**src/rtl/fusectl_pkg.sv**
```systemverilog
package fusectl_pkg;
    typedef enum logic [1:0] {
        ST_IDLE = 2'd0,
        ST_ADDR = 2'd1,
        ST_HALT = 2'd2,
        ST_READ = 2'd3
    } fc_state_e;

    localparam logic [1:0] LVL_NONE = 2'b00;
    localparam logic [1:0] LVL_ONE  = 2'b01;
    localparam logic [1:0] LVL_TWO  = 2'b10;
endpackage

```
**src/rtl/fc_onehot_ptr.sv**
```systemverilog
module fc_onehot_ptr #(
    parameter int NBITS = 9
) (
    input  logic             clk,
    input  logic             rst_n,
    input  logic             load,
    input  logic             shift,
    output logic [NBITS-1:0] ptr
);
    logic [NBITS-1:0] ptr_d, ptr_q;

    always_comb begin
        ptr_d = ptr_q;
        if (load) begin
            ptr_d = {{(NBITS-1){1'b0}}, 1'b1};
        end else if (shift && !ptr_q[NBITS-1]) begin
            ptr_d = ptr_q << 1;
        end
    end

    always_ff @(posedge clk or negedge rst_n) begin
        if (!rst_n) ptr_q <= '0;
        else        ptr_q <= ptr_d;
    end

    assign ptr = ptr_q;
endmodule

```
**src/rtl/fc_fuse_bank.sv**
```systemverilog
module fc_fuse_bank #(
    parameter int NREGS = 4,
    parameter int NBITS = 9,
    localparam int REGW = (NREGS > 1) ? $clog2(NREGS) : 1
) (
    input  logic                   clk,
    input  logic                   init_n,
    input  logic                   set_en,
    input  logic [REGW-1:0]        set_reg,
    input  logic [NBITS-1:0]       set_mask,
    input  logic                   lock_en,
    output logic [NREGS*NBITS-1:0] cells,
    output logic                   final_lock
);
    logic [NBITS-1:0] fuse_d [NREGS];
    logic [NBITS-1:0] fuse_q [NREGS];
    logic             flock_d, flock_q;

    for (genvar g = 0; g < NREGS; g++) begin : g_reg
        always_comb begin
            fuse_d[g] = fuse_q[g];
            if (set_en && (set_reg == REGW'(g))) fuse_d[g] = fuse_q[g] | set_mask;
        end

        always_ff @(posedge clk or negedge init_n) begin
            if (!init_n) fuse_q[g] <= '0;
            else         fuse_q[g] <= fuse_d[g];
        end

        assign cells[g*NBITS +: NBITS] = fuse_q[g];
    end

    always_comb flock_d = flock_q | lock_en;

    always_ff @(posedge clk or negedge init_n) begin
        if (!init_n) flock_q <= 1'b0;
        else         flock_q <= flock_d;
    end

    assign final_lock = flock_q;
endmodule

```
**src/rtl/fc_read_encoder.sv**
```systemverilog
module fc_read_encoder #(
    parameter int NBITS = 9,
    localparam int IDXW = $clog2(NBITS + 1)
) (
    input  logic             armed,
    input  logic             streaming,
    input  logic [IDXW-1:0]  idx,
    input  logic [NBITS-1:0] word,
    output logic [1:0]       level
);
    import fusectl_pkg::*;

    always_comb begin
        level = LVL_NONE;
        if (armed) begin
            level = LVL_ONE;
        end else if (streaming && (idx < IDXW'(NBITS))) begin
            level = word[idx] ? LVL_TWO : LVL_NONE;
        end
    end
endmodule

```
**src/rtl/fuse_blow_ctrl.sv**
```systemverilog
module fuse_blow_ctrl #(
    parameter int NREGS    = 4,
    parameter int NBITS    = 9,
    parameter int LOCK_REG = 3,
    parameter int LOCK_BIT = 8,
    localparam int REGW    = (NREGS > 1) ? $clog2(NREGS) : 1,
    localparam int IDXW    = $clog2(NBITS + 1)
) (
    input  logic             clk,
    input  logic             pwr_rst_n,
    input  logic             fuse_init_n,
    input  logic             mode_blow,
    input  logic             mode_read,
    input  logic [REGW-1:0]  reg_sel,
    input  logic             sel_end_fall,
    input  logic             mid_fall,
    input  logic             blow_pulse,
    output logic             blow_stb,
    output logic [NBITS-1:0] blow_mask,
    output logic             final_locked,
    output logic [1:0]       rd_level
);
    import fusectl_pkg::*;

    localparam int LOCK_IDX = LOCK_REG * NBITS + LOCK_BIT;

    typedef struct packed {
        fc_state_e        st;
        logic [REGW-1:0]  rsel;
        logic [IDXW-1:0]  idx;
        logic             stb;
        logic [NBITS-1:0] mask;
    } ctl_t;

    ctl_t cur_q, nxt_d;

    logic                   ptr_load, ptr_shift;
    logic [NBITS-1:0]       ptr;
    logic                   set_en, lock_en;
    logic [NREGS*NBITS-1:0] cells;
    logic                   flock;

    fc_onehot_ptr #(.NBITS(NBITS)) u_ptr (
        .clk   (clk),
        .rst_n (pwr_rst_n),
        .load  (ptr_load),
        .shift (ptr_shift),
        .ptr   (ptr)
    );

    fc_fuse_bank #(.NREGS(NREGS), .NBITS(NBITS)) u_bank (
        .clk        (clk),
        .init_n     (fuse_init_n),
        .set_en     (set_en),
        .set_reg    (cur_q.rsel),
        .set_mask   (ptr),
        .lock_en    (lock_en),
        .cells      (cells),
        .final_lock (flock)
    );

    always_comb begin
        nxt_d     = cur_q;
        nxt_d.stb = 1'b0;
        nxt_d.mask = '0;
        ptr_load  = 1'b0;
        ptr_shift = 1'b0;
        set_en    = 1'b0;
        lock_en   = 1'b0;
        unique case (cur_q.st)
            ST_IDLE: begin
                if (sel_end_fall) begin
                    if (mode_blow) begin
                        nxt_d.st   = ST_ADDR;
                        nxt_d.rsel = reg_sel;
                        ptr_load   = 1'b1;
                    end else if (mode_read) begin
                        nxt_d.st   = ST_READ;
                        nxt_d.rsel = reg_sel;
                        nxt_d.idx  = '0;
                    end
                end
            end
            ST_ADDR: begin
                if (blow_pulse) begin
                    nxt_d.st = ST_HALT;
                    if (!flock) begin
                        nxt_d.stb = 1'b1;
                        if (cells[LOCK_IDX]) begin
                            lock_en = 1'b1;
                        end else begin
                            set_en     = 1'b1;
                            nxt_d.mask = ptr;
                        end
                    end
                end else if (mid_fall) begin
                    ptr_shift = 1'b1;
                end
            end
            ST_READ: begin
                if (mid_fall && (cur_q.idx != IDXW'(NBITS))) nxt_d.idx = cur_q.idx + 1'b1;
            end
            default: ;
        endcase
    end

    always_ff @(posedge clk or negedge pwr_rst_n) begin
        if (!pwr_rst_n) begin
            cur_q.st   <= ST_IDLE;
            cur_q.rsel <= '0;
            cur_q.idx  <= '0;
            cur_q.stb  <= 1'b0;
            cur_q.mask <= '0;
        end else begin
            cur_q <= nxt_d;
        end
    end

    fc_read_encoder #(.NBITS(NBITS)) u_enc (
        .armed     ((cur_q.st == ST_IDLE) && mode_read && !mode_blow),
        .streaming (cur_q.st == ST_READ),
        .idx       (cur_q.idx),
        .word      (cells[cur_q.rsel*NBITS +: NBITS]),
        .level     (rd_level)
    );

    assign blow_stb     = cur_q.stb;
    assign blow_mask    = cur_q.mask;
    assign final_locked = flock;
endmodule

```
**config.mk**
```make
export PLATFORM = sky130hd
export DESIGN_NAME = fuse_blow_ctrl
export DESIGN_NICKNAME = d
export VERILOG_FILES = /design/src/rtl/fusectl_pkg.sv /design/src/rtl/fc_onehot_ptr.sv /design/src/rtl/fc_fuse_bank.sv /design/src/rtl/fc_read_encoder.sv /design/src/rtl/fuse_blow_ctrl.sv
export SDC_FILE = /design/constraint.sdc
export NUM_CORES = 1
export LEC_CHECK = 0
export ABC_AREA = 1
export BUFFER_PORTS_ARGS = -buffer_cell sky130_fd_sc_hd__buf_2
export CAP_MARGIN = 20
export CORE_MARGIN = 5
export CORE_UTILIZATION = 30
export CTS_BUF_LIST = sky130_fd_sc_hd__clkbuf_4 sky130_fd_sc_hd__clkbuf_8 sky130_fd_sc_hd__clkbuf_16
export DETAILED_ROUTE_END_ITERATION = 8
export GPL_ROUTABILITY_DRIVEN = 0
export SETUP_SLACK_MARGIN = 0.5
export SYNTH_ARGS = -nofsm -noshare
export SYNTH_HDL_FRONTEND = slang
export SYNTH_SLANG_ARGS = --single-unit
export TNS_END_PERCENT = 1
```
**constraint.sdc**
```tcl
create_clock -name clk -period 1.91 [get_ports clk]
set_input_delay 0.2865 -clock clk [delete_from_list [all_inputs] [get_ports clk]]
set_output_delay 0.2865 -clock clk [all_outputs]
set_load 0.1 [all_outputs]
```
==> results of run 1 <==
[cell usage in the layout (no fill, tap or decap), types with 3 or more instances in the layout]
master,instances
o21ai_0,3
buf_6,7
inv_2,5
nor2_1,29
nor2_4,3
o21bai_1,16
nand2_4,6
dfrtp_1,60
o22ai_1,10
dfrtp_2,4
a21oi_1,5
o21ai_2,7
nand2_2,6
nand3_1,11
buf_2,18
clkbuf_8,13
inv_1,36
nand3_2,5
buf_4,15
o21bai_4,5
o21ai_1,14
nor2_2,3
nand2_1,43
[area by class of cell]
class	instances	area [um^2]
flip-flops and latches	64	1610
well taps	133	166
inverters	44	198
clock inverters	2	35.0
fillers	969	5870
repair buffers	44	339
multi-input cells	184	1240
clock buffers	14	186
[synth_stat cells, drive strengths merged]
library cell  number  area share (%)
xor2               2            0.60
dfrtp             64              55
nor3               3            0.51
inv               44             6.0
buf               13             3.7
o31ai              2            0.51
a31oi              2            0.64
nand2             57             8.8
o21bai            21             6.0
a21oi              7             1.2
ha                 3             1.3
nand3             17             3.3
nor2              36             5.8
o21ai             24             4.6
o22ai             10             2.1
[logic make-up (layout without fill, tap and decap cells)]
| logic type | Yosys count | in the layout | share of synthesized area (%) |
|---|---|---|---|
| simple gates | 113 | 113 | 18.4 |
| buf+inv | 57 | 104 | 9.72 |
| xor+xnor | 2 | 2 | 0.600 |
| flops | 64 | 64 | 54.8 |
| compound gates | 66 | 66 | 15.2 |
| fa+ha+maj | 3 | 3 | 1.28 |
[state kept, by name (all words and copies together) (netlist names)]
signal	cells
u_ptr.ptr	9
blow_mask	9
u_bank.cells	36
cur_q	8
blow_stb	1
u_bank.final_lock	1
[per-stage QoR]
stage | instances | cell area [um^2] | util [%] | total power (uW) | hold WS (ns)
floorplan | 305 | 2950 | - | 2730 | -0.00909
finish | 485 | 3770 | 39.1 | 4830 | 0.0421
global route | 485 | 3770 | 39.1 | 5130 | 0.123
detailed placement | 465 | 3270 | 33.9 | 3280 | 0.353
CTS | 484 | 3630 | 37.7 | 4680 | 0.0800
global placement | 465 | 3270 | 33.9 | 3230 | 0.346
[what timing repair did]
item                                    in CTS  in global routing
buffers inserted                             2                  1
endpoints found under the setup margin      25                 54
gates resized for setup                     29                 44
pin swaps                                   21                 40
hold buffers                                 1                  0
endpoints found under the hold margin       27                  0
[routing by layer]
metal  global-route usage [%]  wire [um]
met4                     5.41        130
met2                     21.1       3390
met3                     2.49        190
met5                        0          0
met1                     16.2       3040
[worst max path at each step]
stage	slack, ns	depth (start not counted)	to
finish	-0.32	11	rd_level[1]
global route	-0.45	11	rd_level[1]
CTS	-0.35	11	rd_level[1]
detailed placement	-0.11	11	rd_level[1]
global placement	-0.11	11	rd_level[1]
floorplan	-0.03	9	rd_level[1]
[where the power goes]
part           total [uW]  internal, uW  leakage [uW]  switching, uW
combinational        1870           685      0.000960           1190
clock                1260           758      0.000116            503
sequential           1700          1530      0.000781            167
==> results.toml, run 1 <==
[status]
status = "finished, violations left"
violations = "setup timing"

[yosys]
synth-seq-cells = 64
yosysSeqAreaShare_pct = 54.8
mappedNetlistArea_mm2 = 0.00292
postSynthAreaPerCell_um2 = 9.58
synth.distinct_cells = 28
synth_warnings = 0
syn_inst = 305
syn_nets = 318

[final_layout]
diodes = 0
syn2layout_area_growth_pct = 29.0
drive_gt1_share_pct = 33.2
nNetsFinal = 360

[floorplanning]
initial_core_util_pct = 30.3
dieArea_mm2 = 0.0118
rows = 36
io_pins = 23
core_mm2 = 0.00964
dieWidth_um = 109
die-height_um = 109

[routing]
dr.pass1.iters = 4
drt_iter0_markers = 107
ant_nets = 0
vias = 2158
wl_um = 6750
drc = 0
routedWlPerCell_um = 13.9
vias_per_cell = 4.45

[global_routing]
grt_pass1_vias = 2265
grt_max_degree = 38
grt_use_total_pct = 12.7
antenna_found_initial = 0
grt-ovfl-total = 0
grt_pass1_wl_um = 11400

[setup_path]
rr_startpoint = "cur_q[17]$_DFFE_PN0P_"
critPathLaunch = "cur_q[14]$_DFFE_PN0P_"
rr_worst_depth = 7
cp_max_fo = 5
crit_path_end_kind = "output port"
cp_data_arrival_time_ns = 1.95
path_class = "reg -> out"
rrSetupSlack_ns = 0.43
crit_required_ns = 1.62
cpPeakStageDelay_ns = 0.46
slowest_stage = "dfrtp_2"
startpoint_type = "register"
cp_common_cell = "nor2_1"
reg2reg_to = "u_bank.cells[14]$_DFFE_PN0P_"
crit_chain = "buf_6 -> nor2_4 -> nand2_1 -> o21ai_1 -> nor2_1 -> nor2_1 -> nor2_1 -> nand2_1 -> nand3_2 -> a21oi_4 -> buf_12"
crit_family = "simple AND/OR/NAND/NOR gates"
critical_path_buf_inv_count = 2

[sta]
slew_headroom_pct = 45.4
fin_crit_ns = 2.23
fin_worst_skew_ns = 0.00581
grt_setup_unrepaired = "yes"
setup_violations = 1
tns_ns = -0.324
worstMarginPinSlew_ns = 0.819
setup_ws_ns = -0.324
fmax_mhz = 448
period_share_pct = 117
report.final.slew_viol_count = 0
hold_viol = 0

[flow_run]
cap_violations = 0

[clocking]
cts.clk_slew.worst_paths_ns = 0.07
clock_sinks = 64
clock_latency_ns = 0.34
cts_buffer_depth = 2
numCtsBuffers = 9
h-tree-depth = 3
cts-root-buf = "clkbuf_8"
cts_tree = "done"

[power]
power_leakage_uw = 0.00186
powerDensity_mw_per_mm2 = 1280
vdd_drop_max_mv = 0.414

[placed_design]
place_ws_ns = -0.107
io_buffers = 22
dp_hpwl_um = 4760

[min_path]
hp-class = "in -> async"
Note: power is estimated with default switching activity, not from simulation.
==> inputs of run 2 (changes only) <==
--- a/config.mk
+++ b/config.mk
@@ -5,7 +5,7 @@
 export SDC_FILE = /design/constraint.sdc
 export NUM_CORES = 1
 export LEC_CHECK = 0
-export ABC_AREA = 1
+export ABC_AREA = 0
 export BUFFER_PORTS_ARGS = -buffer_cell sky130_fd_sc_hd__buf_2
 export CAP_MARGIN = 20
 export CORE_MARGIN = 5
==> run 2 against run 1 <==
  * The run still ends with setup timing left
  * Register-to-register slack worse by 0.18 ns
  * Total power down 17%
  * Die area fell by 3.0%
  * Largest power group is now registers
  * Highest routed layer unchanged
==> results.toml, run 2 <==
[power]
vdd_drop_max_mv = 0.408
power_leakage_uw = 0.00198
powerDensity_mw_per_mm2 = 1130

[routing]
routedWlPerCell_um = 16.3
drc = 0
vias_per_cell = 4.90
dr.pass1.iters = 4
vias = 1778
ant_nets = 0
wl_um = 5910
drt_iter0_markers = 71

[floorplanning]
initial_core_util_pct = 30.7
rows = 35
dieArea_mm2 = 0.0115
die-height_um = 107
io_pins = 23
core_mm2 = 0.00920
dieWidth_um = 107

[yosys]
yosysSeqAreaShare_pct = 56.7
synth.area.top_cells = "dfrtp_1 57%, a21o_1 9.8%, mux4_1 5.6%"
synth-seq-cells = 64
synth_top_cell_area_share_pct = 56.7
muxShareOfSynthArea_pct = 10.1
synth_warnings = 0
ys.flop_type = "dfrtp_1"
synth_edf_count = 0
postSynthAreaPerCell_um2 = 13.1
syn_nets = 228
yosysMostFrequentCell = "dfrtp_1"
synth_compound_area_share_pct = 16.9
synth_fa_ha_area_share_pct = 1.33
synth_top_family_by_area = "compound AO/OA/AOI/OAI gates"
mappedNetlistArea_mm2 = 0.00282
synthXorXnorAreaFrac_pct = 0
yosys.area.top_type = "dfrtp_1"
async_reset_ff_share_pct = 100
synth-simple-area-share_pct = 9.39
syn_inst = 215
synth.distinct_cells = 42
synth_common_cells = "64 x dfrtp_1, 37 x a21o_1, 10 x buf_4, 9 x a22o_1, 9 x and2_1"

[sta]
setup_ws_ns = -0.560
report.final.slew_viol_count = 0
fmax_mhz = 405
setup_violations = 1
worstMarginPinSlew_ns = 0.820
hold_viol = 0
period_share_pct = 129
fin_worst_skew_ns = 0.0103
tns_ns = -0.560
fin_crit_ns = 2.47
grt_setup_unrepaired = "yes"
slew_headroom_pct = 45.4

[final_layout]
nNetsFinal = 260
fin_cells = 363
syn2layout_area_growth_pct = 25.2
final_cell_mix = "58 x dfrtp_1, 37 x a21o_1, 14 x buf_2, 14 x buf_4, 11 x clkbuf_8"
drive_gt1_share_pct = 37.7
register_area_mm2 = 0.00161
largest_register_ff_count = 36
layout_commonest_cell = "dfrtp_1"
diodes = 0
fillers = 876
multi_input_area_mm2 = 0.00117

[global_routing]
grt_use_total_pct = 11.4
grt_pass1_vias = 1878
grt-ovfl-total = 0
grt_max_degree = 38
grt_pass1_wl_um = 10100
antenna_found_initial = 0

[setup_path]
path_class = "reg -> out"
slowest_stage = "dfrtp_2"
crit_family = "multiplexers"
cp_max_fo = 8
startpoint_type = "register"
cpPeakStageDelay_ns = 0.49
cp_data_arrival_time_ns = 2.18
crit_chain = "mux2i_1 -> mux4_2 -> a311oi_2 -> o311a_4 -> buf_12"
critical_path_buf_inv_count = 1
crit_path_end_kind = "output port"
crit_required_ns = 1.62

[clocking]
cts-root-buf = "clkbuf_8"
h-tree-depth = 3
numCtsBuffers = 9
cts.clk_slew.worst_paths_ns = 0.08
clock_sinks = 64
clock_latency_ns = 0.35
cts_tree = "done"
cts_buffer_depth = 2

[placed_design]
place_inst = 343
io_buffers = 22
place_ws_ns = -0.295
dp_hpwl_um = 4110

[status]
violations = "setup timing"
status = "finished, violations left"

[min_path]
hp-class = "in -> async"

[flow_run]
cap_violations = 0
run 2: kinds of logic after synthesis:
logic type	count (synthesis)
AND/OR/NAND/NOR	41
flip-flops	64
buffers and inverters	27
multiplexers	17
adder cells (fa/ha/maj)	3
AO/OA/AOI/OAI	63
run 2: area by class of cell:
type                       instances  share of cell area [%]
multi-input combinational        124                    33.0
tap                              111                    3.93
sequential                        64                    45.5
inverter                           5                   0.602
clock buffer                      11                    4.28
clock inverter                     5                    2.90
timing repair buffer              43                    9.77
run 2: worst paths after layout:
check / start / to / slack [ns] / cells after the start
hold reg to reg: u_bank.cells[33]$_DFFE_PN0P_ / u_bank.cells[33]$_DFFE_PN0P_ / 0.45 / 1
max in group asynchronous: pwr_rst_n / cur_q[15]$_DFFE_PN0P_ / 0.98 / 2
setup reg to reg: cur_q[17]$_DFFE_PN0P_ / u_bank.cells[1]$_DFFE_PN0P_ / 0.25 / 5
min in group clk: reg_sel[0] / cur_q[14]$_DFFE_PN0P_ / 0.19 / 2
hold / removal: fuse_init_n / u_bank.cells[4]$_DFFE_PN0P_ / 0.03 / 1
setup / recovery: cur_q[14]$_DFFE_PN0P_ / rd_level[1] / -0.56 / 5
run 2: power by group:
part	switching, uW	internal, uW	leakage (uW)	total (uW)
clock network	526	936	0.000126	1460
registers	188	1460	0.000866	1650
logic	425	454	0.000983	879
total	1140	2850	0.00198	3990
run 2: per-stage QoR:
stage | hold slack, ns | power (uW) | utilization [%] | cell area (um^2)
after global routing | 0.115 | 4180 | 38.4 | 3530
final | 0.0307 | 3990 | 38.4 | 3530
after global placement | 0.336 | 2410 | 33.8 | 3110
after CTS | 0.0526 | 4000 | 37.9 | 3490
after detailed placement | 0.351 | 2430 | 33.8 | 3110
after floorplan | -0.00909 | 2150 | - | 2840
run 2: layer usage:
metal	share of wire, %	track usage, %	routed length (um)	up-vias
met2	46	16.7	2690	28
met3	4.3	4.09	253	8
met4	1.3	4.38	74	0
met5	0	0	0	-
li1	-	-	-	839
met1	49	15.5	2890	903
run 2: what timing repair did:
item / 4_1_cts / 5_1_grt
endpoints found under the setup margin: 59 / 63
endpoints found under the hold margin: 27 / 0
pin swaps: 49 / 36
hold buffers: 1 / 0
setup buffers: 3 / 0
resized for setup: 31 / 15
